[config.mk]
export PLATFORM = sky130hd
export DESIGN_NAME = tbl_xlate_unit
export DESIGN_NICKNAME = d
export VERILOG_FILES = /design/src/rtl/tblx_pkg.sv /design/src/rtl/tblx_seg_sel.sv /design/src/rtl/tblx_offset_gen.sv /design/src/rtl/tblx_limit_chk.sv /design/src/rtl/tbl_xlate_unit.sv
export SDC_FILE = /design/constraint.sdc
export NUM_CORES = 1
export LEC_CHECK = 0
export CORE_AREA = 2 2 221 223
export DETAILED_ROUTE_END_ITERATION = 12
export DIE_AREA = 0 0 223 225
export PLACE_DENSITY = 0.61
export SETUP_SLACK_MARGIN = 0.5
export SLEW_MARGIN = 20
export SYNTH_ARGS = -nofsm -noshare
export SYNTH_HDL_FRONTEND = slang
export SYNTH_SLANG_ARGS = --single-unit
[constraint.sdc]
create_clock -name clk -period 2.6 [get_ports clk]
set_clock_uncertainty 0.05 [all_clocks]
set_input_delay 0.39 -clock clk [delete_from_list [all_inputs] [get_ports clk]]
set_output_delay 0.39 -clock clk [all_outputs]
set_load 0.01 [all_outputs]
[src/rtl/tblx_pkg.sv]
package tblx_pkg;

   typedef enum logic [1:0] {
      ST_IDLE = 2'd0,
      ST_OFS  = 2'd1,
      ST_CHK  = 2'd2,
      ST_MEM  = 2'd3
   } tblx_state_e;

   localparam logic [1:0] MD_REAL  = 2'b00;
   localparam logic [1:0] MD_PROT  = 2'b01;
   localparam logic [1:0] MD_V86   = 2'b10;
   localparam logic [1:0] MD_PROT2 = 2'b11;

   // Real and virtual-8086 modes share the fixed 64 KiB window
   function automatic logic flat_window(input logic [1:0] m);
      return (m == MD_REAL) || (m == MD_V86);
   endfunction

   // Paging faults are only meaningful outside real mode
   function automatic logic paging_live(input logic [1:0] m);
      return m != MD_REAL;
   endfunction

endpackage

[src/rtl/tblx_seg_sel.sv]
module tblx_seg_sel #(
   parameter int NSEG     = 6,
   parameter int SEGW     = 3,
   parameter int AW       = 32,
   parameter int OW       = 32,
   parameter int DFLT_SEG = 3
) (
   input  logic                 ovr_vld,
   input  logic [SEGW-1:0]      ovr_idx,
   input  logic [NSEG*AW-1:0]   base_all,
   input  logic [NSEG*OW-1:0]   lim_all,
   output logic [SEGW-1:0]      sel_idx,
   output logic [AW-1:0]        sel_base,
   output logic [OW-1:0]        sel_lim
);

   logic [AW-1:0] base_arr [NSEG];
   logic [OW-1:0] lim_arr  [NSEG];

   for (genvar g = 0; g < NSEG; g++) begin : g_unpack
      assign base_arr[g] = base_all[g*AW +: AW];
      assign lim_arr[g]  = lim_all[g*OW +: OW];
   end

   always_comb begin
      if (ovr_vld && (int'(ovr_idx) < NSEG))
         sel_idx = ovr_idx;
      else
         sel_idx = SEGW'(DFLT_SEG);
   end

   always_comb begin
      sel_base = '0;
      sel_lim  = '0;
      for (int i = 0; i < NSEG; i++) begin
         if (i == int'(sel_idx)) begin
            sel_base = base_arr[i];
            sel_lim  = lim_arr[i];
         end
      end
   end

endmodule

[src/rtl/tblx_offset_gen.sv]
module tblx_offset_gen #(
   parameter int OW = 32,
   parameter int DW = 8
) (
   input  logic [OW-1:0] base,
   input  logic [DW-1:0] idx,
   input  logic          wide,
   output logic [OW-1:0] off
);

   logic [15:0]   sum_narrow;
   logic [OW-1:0] sum_wide;

   // index is always zero-extended; narrow sum wraps at 16 bits
   assign sum_narrow = base[15:0] + 16'(idx);
   assign sum_wide   = base + OW'(idx);
   assign off        = wide ? sum_wide : OW'(sum_narrow);

endmodule

[src/rtl/tblx_limit_chk.sv]
module tblx_limit_chk
   import tblx_pkg::*;
#(
   parameter int          OW       = 32,
   parameter int          SEGW     = 3,
   parameter int          STK_SEG  = 2,
   parameter int          RM_LIMIT = 'hFFFF,
   parameter logic [7:0]  VEC_RM   = 8'd13,
   parameter logic [7:0]  VEC_GP   = 8'd13,
   parameter logic [7:0]  VEC_SS   = 8'd12
) (
   input  logic [1:0]      mode,
   input  logic [OW-1:0]   off,
   input  logic [OW-1:0]   lim,
   input  logic [SEGW-1:0] sidx,
   output logic            flt,
   output logic [7:0]      vec
);

   localparam logic [OW-1:0] FLAT_LIM = OW'(RM_LIMIT);

   logic flat;
   logic on_stack;

   assign flat     = flat_window(mode);
   assign on_stack = (int'(sidx) == STK_SEG);

   always_comb begin
      if (flat) begin
         flt = off > FLAT_LIM;
         vec = VEC_RM;
      end else begin
         flt = off > lim;
         vec = on_stack ? VEC_SS : VEC_GP;
      end
   end

endmodule

[src/rtl/tbl_xlate_unit.sv]
module tbl_xlate_unit
   import tblx_pkg::*;
#(
   parameter int          DW       = 8,
   parameter int          AW       = 32,
   parameter int          OW       = 32,
   parameter int          NSEG     = 6,
   parameter int          SEGW     = 3,
   parameter int          ECW      = 32,
   parameter int          DFLT_SEG = 3,
   parameter int          STK_SEG  = 2,
   parameter int          RM_LIMIT = 'hFFFF,
   parameter bit          HAS_A32  = 1'b1,
   parameter logic [7:0]  OPCODE   = 8'hD7,
   parameter logic [7:0]  VEC_RM   = 8'd13,
   parameter logic [7:0]  VEC_GP   = 8'd13,
   parameter logic [7:0]  VEC_SS   = 8'd12,
   parameter logic [7:0]  VEC_PF   = 8'd14
) (
   input  logic                clk,
   input  logic                rst_n,
   input  logic                start,
   input  logic [7:0]          opcode,
   input  logic                addr32,
   input  logic [1:0]          mode,
   input  logic                seg_ovr_vld,
   input  logic [SEGW-1:0]     seg_ovr_idx,
   input  logic [OW-1:0]       base_reg,
   input  logic [DW-1:0]       acc_lo,
   input  logic [NSEG*AW-1:0]  seg_base_all,
   input  logic [NSEG*OW-1:0]  seg_lim_all,
   output logic                mem_req,
   output logic [AW-1:0]       mem_addr,
   input  logic                mem_ack,
   input  logic [DW-1:0]       mem_rdata,
   input  logic                mem_pf,
   input  logic [ECW-1:0]      mem_pf_code,
   output logic                done,
   output logic                acc_we,
   output logic [DW-1:0]       acc_wdata,
   output logic                flt_valid,
   output logic [7:0]          flt_vec,
   output logic [ECW-1:0]      flt_code
);

   // ---------------- elaboration-time parameter checks ----------------
   if (OW < 16) begin : g_bad_ow
      initial $fatal(1, "tbl_xlate_unit: OW must be at least 16");
   end
   if (AW < OW) begin : g_bad_aw
      initial $fatal(1, "tbl_xlate_unit: AW must not be narrower than OW");
   end
   if (DW > 16) begin : g_bad_dw
      initial $fatal(1, "tbl_xlate_unit: DW must fit the narrow offset");
   end
   if ((2 ** SEGW) < NSEG) begin : g_bad_segw
      initial $fatal(1, "tbl_xlate_unit: SEGW too small for NSEG");
   end
   if ((DFLT_SEG >= NSEG) || (STK_SEG >= NSEG)) begin : g_bad_seg
      initial $fatal(1, "tbl_xlate_unit: segment numbers out of range");
   end

   // ---------------- state ----------------
   tblx_state_e     state_q;
   logic [1:0]      mode_q;
   logic            a32_q;
   logic [OW-1:0]   base_q;
   logic [DW-1:0]   acc_q;
   logic [SEGW-1:0] sidx_q;
   logic [AW-1:0]   sbase_q;
   logic [OW-1:0]   slim_q;
   logic [OW-1:0]   off_q;
   logic [AW-1:0]   lin_q;

   logic            done_q;
   logic            we_q;
   logic [DW-1:0]   wdata_q;
   logic            flt_q;
   logic [7:0]      vec_q;
   logic [ECW-1:0]  code_q;

   // ---------------- datapath ----------------
   logic [SEGW-1:0] sel_idx;
   logic [AW-1:0]   sel_base;
   logic [OW-1:0]   sel_lim;
   logic [OW-1:0]   off_nx;
   logic            lim_flt;
   logic [7:0]      lim_vec;
   logic            accept;

   tblx_seg_sel #(
      .NSEG     (NSEG),
      .SEGW     (SEGW),
      .AW       (AW),
      .OW       (OW),
      .DFLT_SEG (DFLT_SEG)
   ) u_seg (
      .ovr_vld  (seg_ovr_vld),
      .ovr_idx  (seg_ovr_idx),
      .base_all (seg_base_all),
      .lim_all  (seg_lim_all),
      .sel_idx  (sel_idx),
      .sel_base (sel_base),
      .sel_lim  (sel_lim)
   );

   tblx_offset_gen #(
      .OW (OW),
      .DW (DW)
   ) u_ofs (
      .base (base_q),
      .idx  (acc_q),
      .wide (a32_q),
      .off  (off_nx)
   );

   tblx_limit_chk #(
      .OW       (OW),
      .SEGW     (SEGW),
      .STK_SEG  (STK_SEG),
      .RM_LIMIT (RM_LIMIT),
      .VEC_RM   (VEC_RM),
      .VEC_GP   (VEC_GP),
      .VEC_SS   (VEC_SS)
   ) u_lim (
      .mode (mode_q),
      .off  (off_q),
      .lim  (slim_q),
      .sidx (sidx_q),
      .flt  (lim_flt),
      .vec  (lim_vec)
   );

   assign accept = (state_q == ST_IDLE) && start && (opcode == OPCODE);

   // ---------------- control ----------------
   always_ff @(posedge clk or negedge rst_n) begin
      if (!rst_n) begin
         state_q <= ST_IDLE;
         mode_q  <= MD_REAL;
         a32_q   <= 1'b0;
         base_q  <= '0;
         acc_q   <= '0;
         sidx_q  <= '0;
         sbase_q <= '0;
         slim_q  <= '0;
         off_q   <= '0;
         lin_q   <= '0;
         done_q  <= 1'b0;
         we_q    <= 1'b0;
         wdata_q <= '0;
         flt_q   <= 1'b0;
         vec_q   <= '0;
         code_q  <= '0;
      end else begin
         done_q <= 1'b0;
         we_q   <= 1'b0;
         flt_q  <= 1'b0;
         unique case (state_q)
            ST_IDLE: begin
               if (accept) begin
                  mode_q  <= mode;
                  a32_q   <= HAS_A32 & addr32;
                  base_q  <= base_reg;
                  acc_q   <= acc_lo;
                  sidx_q  <= sel_idx;
                  sbase_q <= sel_base;
                  slim_q  <= sel_lim;
                  state_q <= ST_OFS;
               end
            end
            ST_OFS: begin
               off_q   <= off_nx;
               state_q <= ST_CHK;
            end
            ST_CHK: begin
               lin_q <= sbase_q + AW'(off_q);
               if (lim_flt) begin
                  done_q  <= 1'b1;
                  flt_q   <= 1'b1;
                  vec_q   <= lim_vec;
                  code_q  <= '0;
                  state_q <= ST_IDLE;
               end else begin
                  state_q <= ST_MEM;
               end
            end
            ST_MEM: begin
               if (mem_ack) begin
                  done_q  <= 1'b1;
                  state_q <= ST_IDLE;
                  if (paging_live(mode_q) && mem_pf) begin
                     flt_q  <= 1'b1;
                     vec_q  <= VEC_PF;
                     code_q <= mem_pf_code;
                  end else begin
                     we_q    <= 1'b1;
                     wdata_q <= mem_rdata;
                  end
               end
            end
            default: state_q <= ST_IDLE;
         endcase
      end
   end

   assign mem_req   = (state_q == ST_MEM);
   assign mem_addr  = lin_q;
   assign done      = done_q;
   assign acc_we    = we_q;
   assign acc_wdata = wdata_q;
   assign flt_valid = flt_q;
   assign flt_vec   = vec_q;
   assign flt_code  = code_q;

endmodule

* Word level (Yosys, flattened, before mapping)
Index checks and enable logic that the tools add are counted.
** Word-level totals
- Register bits after elaboration :: 227
- Input bits :: 484
- Output and inout bits :: 84
- Word-level logic and storage cells :: 90
** Cells by class
- Add/subtract/negate cells :: 3
- Magnitude comparators :: 3
- Eq/ne operators :: 15
- Multiplexer cells :: 38
- Bitwise logic cells :: 1
- Reductions and logical operators :: 14
** Operators by type and width (count)
- 32-bit two-way mux :: 16
- 32-bit one-hot mux with 2 select lines :: 1
- 32-bit adder :: 1
- 32-bit by 8-bit adder with 32-bit output :: 1
- 32-bit by 16-bit > comparator with 1-bit output (second input constant) :: 1
- 32-bit > comparator :: 1
- 8-bit two-way mux :: 4
- 16-bit by 8-bit adder with 16-bit output :: 1
- 8-bit one-hot mux with 2 select lines :: 1
- 3-bit == test (first input constant) :: 4
- 1-bit two-way mux :: 9
- 8-bit == test (second input constant) :: 1
- 2-bit one-hot mux with 4 select lines :: 1
- 2-bit == test (second input constant) :: 3
- 2-bit two-way mux :: 3
- 1-bit logical AND :: 4
- 2-bit zero test :: 2
- 2-bit by 1-bit != test with 1-bit output (second input constant) :: 2
- 2-bit != test (second input constant) :: 2
- 1-bit one-hot mux with 2 select lines :: 2
- 2-bit AND reduction :: 2
- 4-bit AND reduction :: 1
- 2-bit nonzero test :: 2
- 2-bit by 3-bit == test with 1-bit output (first input constant) :: 1
- 8 further kinds :: 8

* Logic depth before layout (Yosys ltp)
- Word-level depth :: 10
- Mapped depth :: 11
- Depth with buffers taken out :: 11

* By module
A second synthesis with hierarchy kept.
** Second synthesis, totals
- Cell total of the unflattened synthesis :: 1722
- Area total of the unflattened synthesis :: 15466.1 um^2
** Modules (own cells, without submodules)
- tbl_xlate_unit :: times used 1, cells each 887, area each 10213.5 um^2, sequential area each 5680.4 um^2
- tblx_seg_sel :: times used 1, cells each 557, area each 3300.7 um^2, sequential area each 0.0 um^2
- tblx_offset_gen :: times used 1, cells each 148, area each 1009.7 um^2, sequential area each 0.0 um^2
- tblx_limit_chk :: times used 1, cells each 130, area each 942.2 um^2, sequential area each 0.0 um^2

* Least setup slack after synthesis
Ideal clock, no wire load.
- Kind :: register to register
- Start :: register off_q[2]
- End :: register lin_q[29] (netlist: mem_addr[29])
- Setup time :: 131 ps
- Arrival :: 2420 ps
- Required time :: 2419 ps
- Slack :: -1 ps
- Cell stages (with the launch flop) :: 10
- Path buffers :: 0
- Period minus slack after synthesis :: 2601 ps
- Path through :: dfrtp_1 -> ha_1 -> o211a_1 -> a2111oi_4 -> o211ai_1 -> a21oi_2 -> o21ai_2 -> a21boi_2 -> nor4_1 -> or3_1
** Between the ends
- Word-level cells in the longest chain between the ends :: 1
** RTL lines
- start: declaration :: RTL line tbl_xlate_unit.sv:72 : logic [OW-1:0] off_q;
- start signal: assignment :: RTL line tbl_xlate_unit.sv:173 : off_q <= off_nx;
- 32-bit adder :: RTL line tbl_xlate_unit.sv:177 : lin_q <= sbase_q + AW'(off_q);
- end signal: assignment :: RTL line tbl_xlate_unit.sv:177
- end: declaration :: RTL line tbl_xlate_unit.sv:73 : logic [AW-1:0] lin_q;
Every way passes these cells.
A chain may end at the register's enable or synchronous reset.

* Worst setup path in the final report
- Start :: register off_q[1]
- End :: register lin_q[29] (netlist: mem_addr[29])
Same word-level chain as after synthesis.

==> flow_metrics.py <==
metrics = {
    "outcome": {
        "outcome": "finished, violations left",
        "violations": "negative setup slack",
    },
    "clock_tree": {
        "clkSlewWorstSetupHoldPaths_ns": 0.06,
        "htreeDepth": 1,
        "clockBufferDepth": 3,
        "tritoncts": "done",
        "cts_root_buf": "clkbuf_16",
        "cts_made_buffers": 26,
        "worst_skew_pair.late_latency_ns": 0.55,
        "clock-sinks": 222,
    },
    "route": {
        "dr.pass1.iters": 12,
        "avgViaCountPerCell": 5.228,
        "wirelength_um": 59570,
        "ant_nets": 0,
        "drcViolationCount": 0,
        "drt_iter0_markers": 1337,
        "wire_per_inst_um": 21.67,
        "vias": 14370,
    },
    "synth": {
        "synth_flop_cell": "dfrtp_1",
        "async_flop_share_pct": 100.0,
        "syn-cell-area_um2": 12920,
        "syn_avg_cell_area_um2": 8.920,
        "synth_edf_count": 0,
        "synth_seq_area_share_pct": 42.98,
        "yosysUniqueCellTypes": 60,
        "ys_top_cells_by_area": "dfrtp_1 (43%), a222oi_1 (9.9%), nand2_1 (9.3%)",
        "synth.top_cell.area_share_pct": 42.98,
        "yosys.area.top_type": "dfrtp_1",
        "yosys_register_bits": 222,
        "syn_inst": 1449,
        "ys.warnings.count": 0,
    },
    "layout": {
        "area_growth_pct": 75.04,
        "instances_no_fill": 2749,
        "antenna_cells": 0,
        "drive_above_1_share_pct": 17.95,
        "layout.nets": 2671,
        "fin_util_pct": 47.58,
    },
    "power_and_ir_drop": {
        "intPower_mw": 7.729,
        "powerDensity_nw_per_um2": 470.7,
        "max-vdd-ir-drop_mv": 0.4228,
        "leakage_nw": 9.709,
        "p_comb_share_pct": 25.7,
        "power_frac_seq_pct": 37.1,
        "clkPwrFrac_pct": 37.3,
        "swShare_pct": 27.43,
        "p_switching_mw": 2.921,
    },
    "sta": {
        "finalHoldViolCount": 0,
        "rsz0062_at_grt": "yes",
        "worstMarginPinSlew_ns": 0.7590,
        "period_minus_slack_ns": 2.820,
        "relSlewSlack_pct": 49.28,
        "layout_worst_path_cycle_share_pct": 108.5,
        "timing.final.ws_setup_ns": -0.2198,
        "slew_violations": 0,
        "setup_viol": 38,
        "max_freq_mhz": 354.6,
    },
    "global_routing": {
        "grt_pass1_wl_um": 87040,
        "overflow": 0,
        "grt_use_total_pct": 22.43,
        "grt_pass1_vias": 14880,
        "grt_max_degree": 67,
        "antenna_found_initial": 0,
    },
    "min_path": {
        "hp-class": "in -> reg",
    },
    "die": {
        "num_rows": 80,
        "core_area_um2": 47550,
        "pin_count": 568,
        "die-area_um2": 50180,
        "dieWidth_um": 223,
        "initial_utilization_pct": 27.18,
        "die_h_um": 225,
    },
    "setup_path": {
        "worst-setup-path-type": "reg -> reg",
        "worstPathCellList": "buf_4 -> ha_4 -> a211o_1 -> a2111oi_4 -> buf_4 -> o211ai_1 -> a21oi_2 -> o21ai_2 -> a21boi_2 -> nor4_1 -> or3_1",
        "path_max_fanout": 4,
        "path_delay_family": "compound AO/OA/AOI/OAI gates",
        "cp-start-kind": "flop",
        "critPathRequiredTime_ns": 2.96,
        "slowest_stage": "dfrtp_1",
        "critPathArrivalTime_ns": 3.18,
        "crit_path_frequent_cell": "buf_4",
        "max_stage_delay_ns": 0.38,
        "end_kind": "flop",
        "crit_buf_inv": 2,
    },
    "place": {
        "port_buffers": 563,
        "hpwl_um": 45200,
        "dp_slack_ns": -0.3656,
        "dp_cells": 2653,
        "gp_congestion": 0.9070,
    },
    "flow_run": {
        "maxCapViolations": 0,
    },
}
path summary, 6_finish.rpt:
kind,start,endpoint,slack [ns],cells after the start
min reg2reg,acc_wdata[6]$_DFFE_PN0P_,acc_wdata[6]$_DFFE_PN0P_,0.42,2
min in group asynchronous,rst_n,slim_q[18]$_DFFE_PN0P_,0.36,2
max in group asynchronous,rst_n,mem_addr[30]$_DFFE_PN0N_,1.42,3
min,base_reg[31],base_q[31]$_DFFE_PN0P_,0.32,3
max,off_q[1]$_DFFE_PN0N_,mem_addr[29]$_DFFE_PN0N_,-0.22,11
max reg2reg,off_q[1]$_DFFE_PN0N_,mem_addr[29]$_DFFE_PN0N_,-0.22,11
layout make-up:
type                       count  area (um2)
clock buffer                  37       763.2
multi-input combinational   1086        7898
clock inverter                11       171.4
sequential                   222        5559
inverter                      47       176.4
timing repair buffer         731        7287
fill                        4455       24920
tap                          615       769.5
synthesized netlist by cell type, types with 5 or more instances:
cell type  number
nor2_1         96
a222oi_1      128
ha_1           71
o21bai_1        5
inv_1          46
nand4_1        17
o211ai_1        5
o31ai_1         7
a21o_1         23
clkbuf_1       92
o21ai_0       109
and3_1          8
o21a_1          8
nand2_1       320
nand3_1        17
nand2b_1        9
nor2b_1         8
xnor2_1        38
a31oi_1        67
buf_4           5
nor3_1         21
nor4_1         13
a21oi_1        38
xor2_1         19
dfrtp_1       222
layer usage:
metal | routed length (um) | GRT usage [%] | vias up
li1 | - | - | 6741
met1 | 23630 | 26.51 | 7025
met2 | 30920 | 42.01 | 537
met3 | 3391 | 3.142 | 70
met4 | 1626 | 6.625 | 0
met5 | 0 | 0 | -
worst min-delay path: stages:
cell and delay (ns):
clkdlybuf4s50_1 0.39, nand2_1 0.06, nand2_1 0.04
stage by stage:
| stage | area [um2] | TNS [ns] | total power, mW | hold slack [ns] |
|---|---|---|---|---|
| 2_1_floorplan | 13080 | 0 | 4.865 | 0.04441 |
| 3_3_place_gp | 20220 | -13.23 | 6.476 | 0.3426 |
| 3_5_place_dp | 20220 | -16.73 | 6.510 | 0.3462 |
| 4_1_cts | 21870 | -3.599 | 10.65 | 0.2884 |
| 5_1_grt | 22620 | -8.483 | 11.16 | 0.3131 |
| 6_report | 22620 | -2.311 | 10.65 | 0.3244 |
registers in the layout, indices dropped and copies added (netlist names):
register	count
a32_q	1
acc_q	8
acc_wdata	8
acc_we	1
base_q	32
done	1
flt_code	32
flt_valid	1
flt_vec	3
mem_addr	32
mode_q	2
off_q	32
sbase_q	32
sidx_q	3
slim_q	32
state_q	2
what timing repair did:
action,4_1_cts,5_1_grt
endpoints found under the setup margin,100,149
pin swaps,51,63
hold buffers,1,0
cloned,3,4
setup buffers,12,28
endpoints found under the hold margin,58,0
resized for setup,117,102
power groups by stage:
stage,Sequential (mW),Clock [mW],Combinational [mW]
finish,3.95,3.97,2.73
global route,3.98,4.22,2.96
CTS,3.95,4.10,2.60
detailed placement,4.00,0,2.51
global placement,3.99,0,2.49
floorplan,3.97,0,0.892
logic make-up (layout without fill, tap and decap cells):
logic type / Yosys count / after routing / share of synthesized area (%)
other cells: 1 / 4 / 0.02901
compound gates: 418 / 419 / 23.77
simple gates: 526 / 527 / 17.28
buf+inv: 146 / 826 / 4.395
fa+ha+maj: 73 / 73 / 7.183
mux: 6 / 6 / 0.5034
xor+xnor: 57 / 57 / 3.863
flops: 222 / 222 / 42.98
layout by cell type, fill, tap and decap left out, types with 20 or more instances in the layout:
cell type / count
o21ai_1: 27
o21ai_0: 40
clkbuf_16: 29
inv_1: 45
dfrtp_1: 219
buf_6: 20
buf_12: 20
buf_4: 123
nand2_1: 313
o21ai_2: 45
a21o_1: 22
ha_1: 65
nor2_1: 86
a222oi_1: 128
xnor2_2: 20
a21oi_1: 28
a31oi_1: 67
clkdlybuf4s50_1: 561
Note: power is estimated with default switching activity, not from simulation.
